### src/rtl/tdm_mon_tx.sv
module tdm_mon_tx #(
  parameter int SLOT_SEL_W = 6,
  parameter int OFS_W      = 3,
  parameter int WIDE_W     = 16,
  parameter int BYTE_W     = 8,
  parameter int PACK_W     = 12,
  parameter int POS_W      = 10
) (
  input  logic                  clk,
  input  logic                  rst_n,
  input  logic                  fsync,
  input  logic                  tx_fall,
  input  logic [OFS_W-1:0]      tx_offset,
  input  logic                  fill_hiz,
  input  logic [1:0]            sense_mode,
  input  logic                  keep_on,
  input  logic                  keep_always,
  input  logic                  keep_half,
  input  logic                  vs_en,
  input  logic [SLOT_SEL_W-1:0] vs_slot,
  input  logic [WIDE_W-1:0]     vs_val,
  input  logic                  is_en,
  input  logic [SLOT_SEL_W-1:0] is_slot,
  input  logic [WIDE_W-1:0]     is_val,
  input  logic                  s1_en,
  input  logic [SLOT_SEL_W-1:0] s1_slot,
  input  logic [WIDE_W-1:0]     s1_val,
  input  logic                  s2_en,
  input  logic [SLOT_SEL_W-1:0] s2_slot,
  input  logic [WIDE_W-1:0]     s2_val,
  input  logic                  tp_en,
  input  logic [SLOT_SEL_W-1:0] tp_slot,
  input  logic [BYTE_W-1:0]     tp_val,
  input  logic                  st_en,
  input  logic [SLOT_SEL_W-1:0] st_slot,
  input  logic [BYTE_W-1:0]     st_val,
  output logic                  sd_out,
  output logic                  sd_oe,
  output logic                  keep_en
);
  localparam int NSTR       = 6;
  localparam int CW         = POS_W + 1;
  localparam int IDX_W      = $clog2(WIDE_W);
  localparam int SU_LG      = $clog2(BYTE_W);
  localparam int PACK_SHIFT = PACK_W - BYTE_W;
  localparam logic [POS_W-1:0] POS_IDLE = '1;

  logic             fs_q;
  logic [POS_W-1:0] cnt;
  logic [POS_W-1:0] pos_cur;
  logic             fs_start;
  logic [CW-1:0]    pc;
  logic [CW-1:0]    pn;

  assign fs_start = fsync & ~fs_q;
  assign pos_cur  = fs_start ? '0 : ((cnt == POS_IDLE) ? cnt : cnt + 1'b1);
  assign pc       = {1'b0, pos_cur};
  assign pn       = pc + 1'b1;

  logic [WIDE_W-1:0]     live [NSTR];
  logic [WIDE_W-1:0]     snap [NSTR];
  logic [WIDE_W-1:0]     src  [NSTR];
  logic [SLOT_SEL_W-1:0] slot [NSTR];
  logic [IDX_W:0]        len  [NSTR];
  logic [NSTR-1:0]       en;
  logic [IDX_W:0]        sense_len;
  logic                  vs_up, is_up;

  assign live[0] = vs_val;
  assign live[1] = is_val;
  assign live[2] = s1_val;
  assign live[3] = s2_val;
  assign live[4] = {tp_val, {(WIDE_W-BYTE_W){1'b0}}};
  assign live[5] = {st_val, {(WIDE_W-BYTE_W){1'b0}}};

  assign slot[0] = vs_slot;
  assign slot[1] = is_slot;
  assign slot[2] = s1_slot;
  assign slot[3] = s2_slot;
  assign slot[4] = tp_slot;
  assign slot[5] = st_slot;

  assign en = {st_en, tp_en, s2_en, s1_en, is_en, vs_en};

  always_comb begin
    case (sense_mode)
      2'd1:    sense_len = (IDX_W+1)'(BYTE_W);
      2'd2:    sense_len = (IDX_W+1)'(PACK_W);
      default: sense_len = (IDX_W+1)'(WIDE_W);
    endcase
  end

  assign len[0] = sense_len;
  assign len[1] = sense_len;
  assign len[2] = (IDX_W+1)'(WIDE_W);
  assign len[3] = (IDX_W+1)'(WIDE_W);
  assign len[4] = (IDX_W+1)'(BYTE_W);
  assign len[5] = (IDX_W+1)'(BYTE_W);

  assign vs_up = (sense_mode == 2'd2) && is_en &&
                 ({1'b0, vs_slot} == ({1'b0, is_slot} + 1'b1));
  assign is_up = (sense_mode == 2'd2) && vs_en &&
                 ({1'b0, is_slot} == ({1'b0, vs_slot} + 1'b1));

  logic [NSTR-1:0] hit_c, bit_c, hit_n;

  for (genvar g = 0; g < NSTR; g++) begin : g_str
    logic [CW-1:0]    base, stop;
    logic [IDX_W-1:0] off_c;
    logic             up;
    assign up        = (g == 0) ? vs_up : ((g == 1) ? is_up : 1'b0);
    assign src[g]    = fs_start ? live[g] : snap[g];
    assign base      = (CW'(slot[g]) << SU_LG) + CW'(tx_offset) +
                       (up ? CW'(PACK_SHIFT) : '0);
    assign stop      = base + CW'(len[g]);
    assign off_c     = IDX_W'(pc - base);
    assign hit_c[g]  = en[g] && (pc >= base) && (pc < stop);
    assign hit_n[g]  = en[g] && (pn >= base) && (pn < stop);
    assign bit_c[g]  = src[g][IDX_W'(WIDE_W-1) - off_c];
  end

  logic own_c, dat_c, own_n;

  always_comb begin
    own_c = 1'b0;
    dat_c = 1'b0;
    for (int i = NSTR-1; i >= 0; i--) begin
      if (hit_c[i]) begin
        own_c = 1'b1;
        dat_c = bit_c[i];
      end
    end
  end

  assign own_n = |hit_n;

  logic a_d, a_oe, a_last, a_hold;
  logic b_d, b_oe, b_last, b_hold;
  logic c_last;

  always_ff @(posedge clk or negedge rst_n) begin
    if (!rst_n) begin
      fs_q   <= 1'b0;
      cnt    <= POS_IDLE;
      a_d    <= 1'b0;
      a_oe   <= 1'b0;
      a_last <= 1'b0;
      a_hold <= 1'b0;
      c_last <= 1'b0;
    end else begin
      fs_q   <= fsync;
      cnt    <= pos_cur;
      a_d    <= own_c & dat_c;
      a_oe   <= own_c | ~fill_hiz;
      a_last <= own_c & fill_hiz & ~own_n;
      a_hold <= a_last;
      c_last <= b_last;
    end
  end

  always_ff @(posedge clk or negedge rst_n) begin
    if (!rst_n) begin
      for (int i = 0; i < NSTR; i++) snap[i] <= '0;
    end else if (fs_start) begin
      for (int i = 0; i < NSTR; i++) snap[i] <= live[i];
    end
  end

  always_ff @(negedge clk or negedge rst_n) begin
    if (!rst_n) begin
      b_d    <= 1'b0;
      b_oe   <= 1'b0;
      b_last <= 1'b0;
      b_hold <= 1'b0;
    end else begin
      b_d    <= a_d;
      b_oe   <= a_oe;
      b_last <= a_last;
      b_hold <= a_hold;
    end
  end

  logic l_d, l_oe, l_last, l_hold, o_last, cut;

  assign l_d    = tx_fall ? b_d    : a_d;
  assign l_oe   = tx_fall ? b_oe   : a_oe;
  assign l_last = tx_fall ? b_last : a_last;
  assign l_hold = tx_fall ? b_hold : a_hold;
  assign o_last = tx_fall ? c_last : b_last;
  assign cut    = keep_half & l_last & o_last;

  assign sd_out  = l_d;
  assign sd_oe   = l_oe & ~cut;
  assign keep_en = keep_on & ~sd_oe & (keep_always | l_hold | cut);

endmodule

### config.mk
export PLATFORM = sky130hd
export DESIGN_NAME = tdm_mon_tx
export DESIGN_NICKNAME = d
export VERILOG_FILES = /design/src/rtl/tdm_mon_tx.sv
export SDC_FILE = /design/constraint.sdc
export NUM_CORES = 1
export LEC_CHECK = 0
export ABC_CLOCK_PERIOD_IN_PS = 14800
export BUFFER_PORTS_ARGS = -buffer_cell sky130_fd_sc_hd__buf_2
export CAP_MARGIN = 20
export CORE_UTILIZATION = 26
export DETAILED_ROUTE_END_ITERATION = 7
export GPL_ROUTABILITY_DRIVEN = 0
export HOLD_SLACK_MARGIN = 0.06
export SYNTH_ARGS = -nofsm -noshare
export SYNTH_HDL_FRONTEND = slang
export SYNTH_SLANG_ARGS = --single-unit
### constraint.sdc
create_clock -name clk -period 14.8 [get_ports clk]
set_clock_uncertainty 0.1 [all_clocks]
set_input_delay 2.96 -clock clk [delete_from_list [all_inputs] [get_ports clk]]
set_output_delay 2.96 -clock clk [all_outputs]
set_load 0.005 [all_outputs]
==> summary by stage, run 1 <==
CTS
The CTS tree is done. Gates resized during post-CTS repair numbered 0. For this design, the sink count on the clock tree is 100. Hold repair after CTS inserted 0 buffers.

The maximum level of the CTS H-tree is 3. Buffers inserted during clock tree synthesis total 9. Once the clock tree was built, the setup fixing pass inserted 0 buffers.

The worst-skew pair later-pin latency is 0.35 ns. The root buffer cell chosen for the clock tree is clkbuf_16. After clock tree synthesis, the clock-pin slew on the worst setup and hold paths is 0.07 ns. The clock passes through at most 2 buffers.

Logic synthesis
Sorting the synthesized cells by how often they occur yields nand2_1 (237), ha_1 (185), dfrtp_1 (86). In this run, synthesis inferred 0 flip-flops with an integrated enable. The part of the Yosys area used for sequential elements is 0.2391.

Summing every instance area after synthesis gives 10520 um^2. The mean cell area of the mapped netlist is 8.687 um^2. The number of distinct standard cells referenced by the synthesized netlist is 94. The fraction of synthesized cell area taken by the top area cell type is 0.2200. The library cell with the largest summed area after synthesis is ha_1. The most frequent cell after synthesis is nand2_1. Synthesis inferred 100 register bits. The share of flip-flops with an asynchronous set or reset is 1.000.

The top flip-flop cell by instance count after synthesis is dfrtp_1. Synthesis produced 1211 cells. In the post-synthesis netlist, the biggest area contributors are ha_1 (22%), dfrtp_1 (20%), nand2_1 (8.5%), xnor2_1 (3.8%), mux2_2 (3.4%). The number of warnings reported in the yosys synthesis log is 0.

Power and ir drop
The fraction of power consumed by the clock network is 0.196. The combinational cell fraction of total power is 0.533. Power spread over the standard cell area amounts to 99.96 nW/um^2.

Of the total power, registers draw 0.271. The net load switching power is 0.5050 mW. The switching share of total power is 0.4177. The total power is 1.209 mW. The total internal power is 0.7039 mW. The cell leakage power is 6.125 nW. The worst-case IR drop observed on VDD is 0.06034 mV.

STA
The slew at the pin with the worst max-slew slack is 0.9877 ns. The number of failing hold endpoints at the final stage is 0. Setup repair after global routing left no endpoint under its margin. The number of pins exceeding their max-slew limit in the final report is 0.

After routing, the total negative slack on setup checks comes to 0 ns. The tightest hold path in the finished design has a slack of 0.3073 ns. In this run the tightest slew margin relative to its limit is 0.3408. The number of setup violations in the final report is 0.

The least setup slack across all paths after layout is 3.042 ns.

Floorplan
The chip height is 203.2 um. The I/O pin count is 138. The starting utilization of the core area is 0.2642. The die is 203.2 um wide.

The cell row count is 73. The total die area is 41270 um^2. After floorplanning, the core was sized to cover 39820 um^2.

Global route
The largest net degree at the start of global routing is 70. The global-route wire length before repair is 51.74 mm. The initial antenna violation count is 1.

The number of global-route vias before repair is 9524. For this run the aggregate overflow at the end of global routing stands at 0. The total routing resource utilization after global routing is 0.1595.

Detailed routing
In this run, the number of DRC markers left after iteration 0 of detailed routing was 504. The count of vias placed by the detailed router is 9276. After detailed routing, the average wire length per cell comes to 17.41 um. After detailed routing, the number of remaining DRC violations is 0. The detail-routed via count per cell is 4.966. The residual antenna-violating net count after detailed routing is 0. After detailed routing, the total wire length is 32.53 mm. The length of the first detailed-routing pass in iterations is 5.

Outcome
The flow ran to the end, and the final reports show no timing, DRC or antenna violations.

Place
The placed instances occupy a cell area of 11790 um^2. At the placement stage, the worst setup path has a slack of 3.403 ns. The number of I/O port buffers is 137.

The number of instances in the placed design is 1852. Detailed placement ended at an HPWL of 25.49 mm.

Layout
More flip-flops sit in one register than any other, and that register is snap. In the final layout, the registers with the most flip-flops are snap (80), cnt (10). The layout cell share with drive strength beyond 1 is 0.1973. The finished layout cell area is 12090 um^2. The area added between synthesis and finish is 14.95%. At the end of the flow the core is filled with cells to 0.3037.

After filler insertion, the fill cell instance count of the layout stands at 4281. The number of antenna diodes in the final layout is 0. The register with the most flip-flops in the layout has 80 of them. For this run, the post-layout net count is 1660.

Once layout is complete, the cells apart from fillers number 1868.

Hold path
The type of the worst min-delay path is register to register. The instance count along the most critical hold path is 0. The path with the worst hold slack has its endpoint at a_hold. The worst hold path begins at a_last.

Setup path
The slowest library cell on the worst path is dfrtn_1. STA puts the critical path data required time at 11.74 ns. In this run the worst setup path begins at b_hold. The capture point of the worst reg-to-reg path is b_last.

The maximum net fanout on the critical path is 1. Data on the critical path arrives at its endpoint at 8.70 ns. The worst reg-to-reg setup slack is 6.75 ns. Measured in cells, the most critical reg-to-reg path has a length of 0. The critical path capture point type is a primary output.

Walking the worst path, the cells encountered are mux2_2 > o31ai_1 > nor2_1 > buf_2. The reg-to-reg critical path startpoint is a_last. The category of the critical setup timing path is register to primary output.

The largest single stage delay on the critical path is 0.32 ns. The element type at the critical path start is a register.

Job
Across the run, the number of max-cap violations was 0.
==> worst max path at each step <==
stage	end
finish	keep_en
global route	keep_en
CTS	keep_en
detailed placement	keep_en
global placement	keep_en
floorplan	keep_en
==> placed cells by master, fill, tap and decap left out, types with 10 or more instances in the layout <==
cell / Yosys / final
a211oi_1: 13 / 13
a21o_1: 18 / 18
a21oi_1: 49 / 49
buf_2: 11 / 136
buf_4: 2 / 17
dfrtp_1: 86 / 86
dfstp_2: 10 / 10
ha_1: 185 / 185
inv_1: 69 / 69
mux2_2: 32 / 32
mux4_2: 12 / 12
nand2_1: 237 / 237
nand2b_1: 11 / 10
nand3_1: 32 / 32
nand4_1: 10 / 10
nor2_1: 82 / 82
nor2b_1: 11 / 11
o211ai_1: 11 / 11
o21a_1: 16 / 16
o21ai_0: 37 / 37
o31a_1: 12 / 12
or3b_2: 10 / 10
xnor2_1: 46 / 44
xor2_1: 23 / 22
==> worst max-delay path, delay by kind of cell (launching register included) <==
kind / cells / cell delay [ns]
DFF: 1 / 0.32
muxes: 1 / 0.26
and+or+nand+nor: 1 / 0.06
buffers and inverters: 1 / 0.12
AOI/OAI and AO/OA: 1 / 0.19
==> area by class of cell <==
class,count,area (um^2),share of cell area
multi-input cells,1003,7545,0.6239
clock inverters,7,76.32,0.006311
flip-flops and latches,100,2515,0.2080
clock buffers,9,225.2,0.01862
inverters,71,266.5,0.02204
well taps,525,656.9,0.05432
repair buffers,153,808.3,0.06684
==> per-layer routing <==
layer / routed length, um / global-route usage
met5: 17 / 0
met4: 585 / 0.04458
met3: 1724 / 0.02093
met2: 15320 / 0.2699
met1: 14880 / 0.2118
==> power by group through the flow <==
stage	clock, mW	combinational (mW)	sequential [mW]
floorplan	0	0.456	0.324
finish	0.237	0.644	0.327
detailed placement	0	0.643	0.333
global route	0.257	0.714	0.331
global placement	0	0.633	0.331
CTS	0.246	0.647	0.327
==> cell families after synthesis <==
kind of cell	share of synthesized area
AND/OR/NAND/NOR	0.2017
XOR/XNOR	0.05745
other	0.0003565
AO/OA/AOI/OAI	0.1635
buffers and inverters	0.04650
flip-flops	0.2391
adder cells (fa/ha/maj)	0.2248
multiplexers	0.06660
(Power assumes the default switching activity.)
==> run 2: changes to the inputs <==
ABC_AREA = 1   (was default)
ABC_CLOCK_PERIOD_IN_PS = 9550   (was 14800)
clock period = 9.55 ns   (was 14.8 ns; I/O delays follow)
==> run 2 against run 1 <==
  * Final cell count grew 19%
  * Worst setup slack lost 1.5 ns
  * Largest power group unchanged
  * Critical path depth grew 1
  * Non-clock buffer count shrank 4
  * Global-route usage grew 0.14 points
  * Sequential power grew 52%
==> summary by stage, run 2 <==
CTS
The sink count of the clock tree is 100 (unchanged). The TritonCTS buffer count was 9 (unchanged). The maximum level of the CTS H-tree was 3 (unchanged).

The post-cts resize count is 0 (unchanged). The worst-skew pair later-pin latency is 0.35 ns (about the same). The quantity of hold-fixing buffers added after cts was 0 (unchanged). The clock transition at the registers of the reported paths is 0.08 ns (was 0.07 ns). The CTS tree was done (unchanged). The maximum buffer depth of the clock tree is 2 (unchanged). The post-CTS repair timing setup buffer count is 0 (unchanged). The clock root buffer was clkbuf_16 (unchanged).

Setup path
The kind of cell with the highest combined delay on the critical path was flip-flops (unchanged). The depth of the most critical reg-to-reg path was 21 (was 0). The dominant cell type by count on the critical path is o21ai_0. The maximum net fanout on the critical path was 2 (was 1). The category of the critical setup timing path is register to primary output (unchanged).

The slowest library cell on the worst path is dfrtn_1 (unchanged). The number of logic stages on the critical path including buffering is 5 (was 4). The critical path capture point type is a primary output (unchanged). The element type at the critical path start is a register (unchanged). The data arrival time of the worst path is 6.04 ns (was 8.70 ns). The delay of the slowest cell on the worst path is 0.40 ns (was 0.32 ns). The required time at the endpoint of the critical path was 7.54 ns (was 11.74 ns).

The count of buffer and inverter cells on the critical path is 2 (was 1). Critical path, cell by cell: o21ai_0 > o21ai_0 > inv_1 > nor2_1 > buf_2 (was mux2_2 > o31ai_1 > nor2_1 > buf_2).

STA
The number of setup violations in the final report is 0 (unchanged). The slew at the pin with the worst max-slew slack was 1.061 ns (was 0.9877 ns). The final sum of negative setup slack was 0 ns (unchanged). The normalized max-slew margin came to 0.2890 (was 0.3408). Setup repair after global routing missed its margin: no (unchanged). The number of pins exceeding their max-slew limit in the final report came to 0 (unchanged).

The number of failing hold endpoints at the final stage was 0 (unchanged).

Floorplan
The starting utilization of the core area came to 0.2646 (was 0.2642). The width of the chip is 206.1 um (was 203.2 um). The chip height is 206.1 um (was 203.2 um). The I/O pin count is 138 (unchanged).

The total die area was 42460 um^2 (was 41270 um^2). The area of the core was 40920 um^2 (was 39820 um^2). The cell row count is 74 (was 73).

Logic synthesis
Most frequent cells after synthesis: nand2_1 (493), inv_1 (191), ha_1 (185) (was nand2_1 (237), ha_1 (185), dfrtp_1 (86)). The most frequent cell after synthesis is nand2_1 (unchanged). The top flip-flop cell by instance count after synthesis was dfrtp_1 (unchanged). The fraction of synthesized cell area taken by the top area cell type is 0.2138 (was 0.2200).

The number of distinct standard cells referenced by the synthesized netlist was 53 (was 94). The share of flip-flops with an asynchronous set or reset is 1.000 (unchanged). The mean cell area of the mapped netlist is 6.940 um^2 (was 8.687 um^2).

The synthesized instance count came to 1560 (was 1211). Top post-synthesis cells by area: ha_1 (21%), dfrtp_1 (20%), nand2_1 (17%), inv_1 (6.6%), nand3_1 (5.2%) (was ha_1 (22%), dfrtp_1 (20%), nand2_1 (8.5%), xnor2_1 (3.8%), mux2_2 (3.4%)). The part of the Yosys area used for sequential elements came to 0.2323 (was 0.2391). The number of enable flip-flop cells after synthesis is 0 (unchanged). The number of warnings reported in the yosys synthesis log is 0 (unchanged). The library cell with the largest summed area after synthesis was ha_1 (unchanged).

The cell area after synthesis is 10830 um^2 (was 10520 um^2). The post-synthesis register bit count is 100 (unchanged).

Layout
The number of non-filler instances in the completed layout is 2223 (was 1868). Commonest cells after routing, fill and taps aside: nand2_1 (492), inv_1 (191), ha_1 (185), buf_2 (136), nand3_1 (113) (was nand2_1 (237), ha_1 (185), buf_2 (136), dfrtp_1 (86), nor2_1 (82)). The layout cell share with drive strength beyond 1 is 0.1354 (was 0.1973). The number of nets in the layout is 2008 (was 1660). The antenna diode count is 0 (unchanged). The area added between synthesis and finish is 14.99% (was 14.95%).

The register bank with the most flops is snap (unchanged). The most frequent standard cell in the layout excluding fill and tap cells is nand2_1 (unchanged). Biggest registers after layout: snap (80), cnt (10) (unchanged). The flip-flop count of the largest register after layout was 80 (unchanged).

The finished layout cell area is 12450 um^2 (was 12090 um^2). The utilization after layout is 0.3042 (was 0.3037).

Place
The number of instances in the placed design is 2207 (was 1852). The placed standard-cell area is 12150 um^2 (was 11790 um^2). The number of I/O port buffers was 137 (unchanged). The sum of net half-perimeters after detailed placement came to 26.54 mm (was 25.49 mm).

Detailed routing
The length of the first detailed-routing pass in iterations came to 5 (unchanged). The detailed-route wire length is 34.26 mm (was 32.53 mm). The residual antenna-violating net count after detailed routing is 0 (unchanged). The count of unresolved DRC violations after routing is 0 (unchanged). The final routed wire length divided by cell count is 15.41 um (was 17.41 um). The detail-routed via count per cell is 4.735 (was 4.966). The number of design-rule violations left by the first detailed-router iteration came to 905 (was 504). The count of vias placed by the detailed router is 10.53k (was 9276).

Power and ir drop
The combinational cell fraction of total power is 0.520 (was 0.533). The total internal power is 0.9719 mW (was 0.7039 mW). The fraction of power consumed by the clock network is 0.204 (was 0.196).

The total power divided by cell area is 145.3 nW/um^2 (was 99.96 nW/um^2). The net load switching power is 0.8370 mW (was 0.5050 mW). The worst vdd rail ir drop came to 0.09050 mV (was 0.06034 mV).

The cell leakage power came to 6.885 nW (was 6.125 nW). The sequential fraction of design power is 0.275 (was 0.271). The switching share of total power is 0.4627 (was 0.4177).

Hold path
The instance count along the most critical hold path is 0 (unchanged). The type of the worst min-delay path is register to register (unchanged).

Global route
The total routing resource utilization after global routing is 0.1610 (was 0.1595). The number of global-route vias before repair is 10.10k (was 9524). The global-route wire length before repair came to 53.51 mm (was 51.74 mm). The initial antenna violation count is 0 (was 1). The sum of overflow across all layers after global routing is 0 (unchanged). The largest net degree at the start of global routing is 93 (was 70).

Outcome
Result of the run: completed (unchanged).

Job
The number of violations of the max-capacitance limit is 0 (unchanged).
[run 2: worst register-to-register path, delay by kind of cell (launching register included)]
family / cells / cell delay, ns
simple gates: 11 / 1.71
compound gates: 5 / 0.85
xor+xnor: 1 / 0.81
buf+inv: 2 / 0.80
fa+ha+maj: 2 / 0.65
flops: 1 / 0.59
[run 2: logic make-up after synthesis]
| kind of cell | after synthesis | synth area share |
|---|---|---|
| fa+ha+maj | 187 | 0.2175 |
| xor+xnor | 53 | 0.04287 |
| other cells | 1 | 0.0003464 |
| compound gates | 199 | 0.1070 |
| flops | 100 | 0.2323 |
| simple gates | 786 | 0.3165 |
| buf+inv | 234 | 0.08344 |
[run 2: worst paths after layout]
kind / end / startpoint / slack (ns)
max: keep_en / b_last / 1.50
min: a_hold / a_last / 0.33
max reg2reg: a_last / cnt[0] / 3.98
min reg2reg: a_hold / a_last / 0.33
max in group asynchronous: b_last / rst_n / 2.68
min in group asynchronous: snap[39] / rst_n / 1.50
[run 2: power groups by stage]
| stage | Clock [mW] | Combinational [mW] | Sequential (mW) |
|---|---|---|---|
| final | 0.369 | 0.941 | 0.498 |
| after detailed placement | 0 | 0.943 | 0.506 |
| after global routing | 0.396 | 1.06 | 0.504 |
| after floorplan | 0 | 0.612 | 0.501 |
| after CTS | 0.379 | 0.948 | 0.498 |
| after global placement | 0 | 0.926 | 0.505 |
[run 2: metal layers]
metal / vias to the layer above / wire length, um / GRT usage
met5: - / 0 / 0
met4: 0 / 930 / 0.05410
met3: 50 / 1731 / 0.01608
met2: 287 / 15660 / 0.2723
met1: 4845 / 15940 / 0.2126
li1: 5345 / - / -
[run 2: metrics by stage]
stage / worst slack (ns) / power, mW / hold slack [ns]
final: 1.501 / 1.809 / 0.3258
after CTS: 1.473 / 1.826 / 0.3354
after global placement: 1.804 / 1.431 / 0.3150
after detailed placement: 1.852 / 1.450 / 0.3180
after global routing: 1.364 / 1.963 / 0.3430
after floorplan: 1.952 / 1.114 / 0.2666
[run 2: layout make-up]
type	count	area (um^2)
fill	4425	28470
sequential	100	2515
timing repair buffer	149	778.2
clock buffer	9	225.2
tap	532	665.6
multi-input combinational	1227	7442
inverter	199	747.0
clock inverter	7	76.32
==> run 3: changes to the inputs <==
ABC_CLOCK_PERIOD_IN_PS = 7210   (was 9550)
clock period = 7.21 ns   (was 9.55 ns; I/O delays follow)
==> run 3 against run 2 <==
  * Power increased by 32%
  * Critical path depth unchanged
  * Register-to-register slack got worse by 2.0 ns
  * Largest cell class unchanged
  * Largest power group unchanged
==> summary by stage, run 3 (synthesis results as in run 2) <==
CTS
The sink count of the clock tree is 100 (unchanged). The clock transition at the registers of the reported paths is 0.07 ns (was 0.08 ns). The post-cts resize count is 0 (unchanged). The TritonCTS buffer count is 9 (unchanged).

The maximum buffer depth of the clock tree is 2 (unchanged). The worst-skew pair later-pin latency came to 0.36 ns (was 0.35 ns). The post-CTS repair timing setup buffer count came to 0 (unchanged).

The maximum level of the CTS H-tree was 3 (unchanged). The CTS tree is done (unchanged). The quantity of hold-fixing buffers added after cts is 0 (unchanged). The clock root buffer is clkbuf_16 (unchanged).

Floorplan
The area of the core is 40920 um^2 (unchanged). The I/O pin count is 138 (unchanged). The cell row count is 74 (unchanged). The width of the chip is 206.1 um (unchanged).

The chip height is 206.1 um (unchanged). The total die area is 42460 um^2 (unchanged). The starting utilization of the core area is 0.2646 (unchanged).

Layout
Commonest cells after routing, fill and taps aside: nand2_1 (492), inv_1 (191), ha_1 (185), buf_2 (136), nand3_1 (113) (unchanged). The flip-flop count of the largest register after layout is 80 (unchanged). The number of non-filler instances in the completed layout is 2225 (was 2223). The layout cell share with drive strength beyond 1 is 0.1354 (unchanged). Biggest registers after layout: snap (80), cnt (10) (unchanged). The area taken by multi-input logic gates is 7442 um^2 (unchanged). The register bank with the most flops was snap (unchanged). The utilization after layout is 0.3043 (was 0.3042).

The fill cell total of the finished layout came to 4463 (was 4425). The area added between synthesis and finish is 15.03% (was 14.99%). The number of nets in the layout is 2008 (unchanged). The area used by sequential logic in the layout came to 2515 um^2 (unchanged). The most frequent standard cell in the layout excluding fill and tap cells is nand2_1 (unchanged).

Detailed routing
The count of unresolved DRC violations after routing is 0 (unchanged). The detailed-route wire length came to 34.09 mm (was 34.26 mm). The final routed wire length divided by cell count is 15.32 um (was 15.41 um).

The detail-routed via count per cell is 4.673 (was 4.735). The length of the first detailed-routing pass in iterations came to 5 (unchanged). The number of design-rule violations left by the first detailed-router iteration is 598 (was 905). The count of vias placed by the detailed router is 10.40k (was 10.53k).

The residual antenna-violating net count after detailed routing came to 0 (unchanged).

STA
The number of pins exceeding their max-slew limit in the final report came to 0 (unchanged). The number of failing hold endpoints at the final stage is 0 (unchanged). The number of setup violations in the final report is 0 (unchanged). The slew at the pin with the worst max-slew slack was 1.099 ns (was 1.061 ns). Setup repair after global routing missed its margin: no (unchanged). The final sum of negative setup slack is 0 ns (unchanged).

The normalized max-slew margin came to 0.2636 (was 0.2890). The minimum hold slack is 0.3144 ns (was 0.3258 ns).

Global route
The initial antenna violation count is 2 (was 0). The number of global-route vias before repair was 10.13k (was 10.10k). The sum of overflow across all layers after global routing is 0 (unchanged). The largest net degree at the start of global routing is 91 (was 93). The total routing resource utilization after global routing came to 0.1608 (was 0.1610). The global-route wire length before repair is 53.63 mm (was 53.51 mm).

Setup path
The depth of the most critical reg-to-reg path is 24 (was 21). The count of buffer and inverter cells on the critical path is 2 (unchanged). The required time at the endpoint of the critical path was 5.67 ns (was 7.54 ns). The maximum net fanout on the critical path is 2 (unchanged).

The dominant cell type by count on the critical path is o21ai_0 (unchanged). The data arrival time of the worst path is 4.90 ns (was 6.04 ns). The kind of cell with the highest combined delay on the critical path was flip-flops (unchanged).

The number of logic stages on the critical path including buffering is 5 (unchanged). The slowest library cell on the worst path is dfrtn_1 (unchanged). The element type at the critical path start is a register (unchanged).

The worst reg-to-reg setup slack was 1.94 ns (was 3.98 ns). Critical path, cell by cell: o21ai_0 > o21ai_0 > inv_1 > nor2_1 > buf_2 (unchanged). The critical path capture point type was a primary output (unchanged). The category of the critical setup timing path is register to primary output (unchanged). The delay of the slowest cell on the worst path is 0.41 ns (was 0.40 ns).

Power and ir drop
The total power divided by cell area is 192.1 nW/um^2 (was 145.3 nW/um^2). The cell leakage power is 6.887 nW (was 6.885 nW). The worst vdd rail ir drop is 0.1271 mV (was 0.09050 mV).

Hold path
The type of the worst min-delay path is register to register (unchanged). The instance count along the most critical hold path came to 0 (unchanged).

Place
The number of instances in the placed design is 2207 (unchanged). The number of I/O port buffers is 137 (unchanged). The sum of net half-perimeters after detailed placement was 26.44 mm (was 26.54 mm).

Outcome
Result of the run: completed (unchanged).

Job
The number of violations of the max-capacitance limit came to 0 (unchanged).
## run 3: cell count changes in the layout (fill, tap and decap cells not counted), sizes merged
| cell | before | now |
|---|---|---|
| diode | 0 | 2 |
## run 3: power breakdown
| part | internal, mW | switching, mW | total, mW |
|---|---|---|---|
| clock | 0.247 | 0.242 | 0.489 |
| sequential | 0.633 | 0.0267 | 0.660 |
| combinational | 0.406 | 0.837 | 1.24 |
## run 3: final cells by class
type / count / share of cell area
multi-input cells: 1227 / 0.5976
flip-flops and latches: 100 / 0.2019
repair buffers: 149 / 0.06249
inverters: 199 / 0.05998
well taps: 532 / 0.05345
clock buffers: 9 / 0.01808
clock inverters: 7 / 0.006128
diodes: 2 / 0.0004018
## run 3: stage by stage
step	total power [mW]	setup slack, ns	instance area [um^2]
after detailed placement	1.920	1.130	12150
after global placement	1.900	1.069	12150
after CTS	2.419	0.7468	12450
after floorplan	1.475	1.250	10830
after global routing	2.607	0.6285	12450
final	2.392	0.7641	12450
## run 3: worst paths after layout
| check | start | to |
|---|---|---|
| setup reg to reg | cnt[0] | a_last |
| setup / recovery | b_last | keep_en |
| max in group asynchronous | rst_n | b_last |
| hold / removal | a_last | a_hold |
| min in group asynchronous | rst_n | snap[63] |
| hold reg to reg | a_last | a_hold |
## run 3: per-layer routing
layer / vias to the layer above / share of wire / track usage
li1: 5346 / - / -
met1: 4754 / 0.48 / 0.2142
met2: 257 / 0.46 / 0.2737
met3: 41 / 0.044 / 0.01608
met4: 0 / 0.020 / 0.04517
met5: - / 0 / 0
## run 3: worst register-to-register path, cell delays in order, from the launching register on
cell and delay [ns]:
dfstp_2 0.60, ha_1 0.23, clkinv_1 0.12, nor2_4 0.22, nand3_2 0.32, nand2_4 0.15
nand2_2 0.07, nor2_4 0.21, ha_1 0.31, xor2_1 0.17, inv_1 0.14, ha_1 0.41
a21oi_1 0.63, inv_1 0.31, nand2_1 0.12, nand3_1 0.09, nand2_1 0.07, nand3b_1 0.07
a21oi_1 0.14, nand3_1 0.08, nand2_1 0.07, nand2_1 0.08, o21ai_1 0.29, nand2_1 0.11
nor2_2 0.11
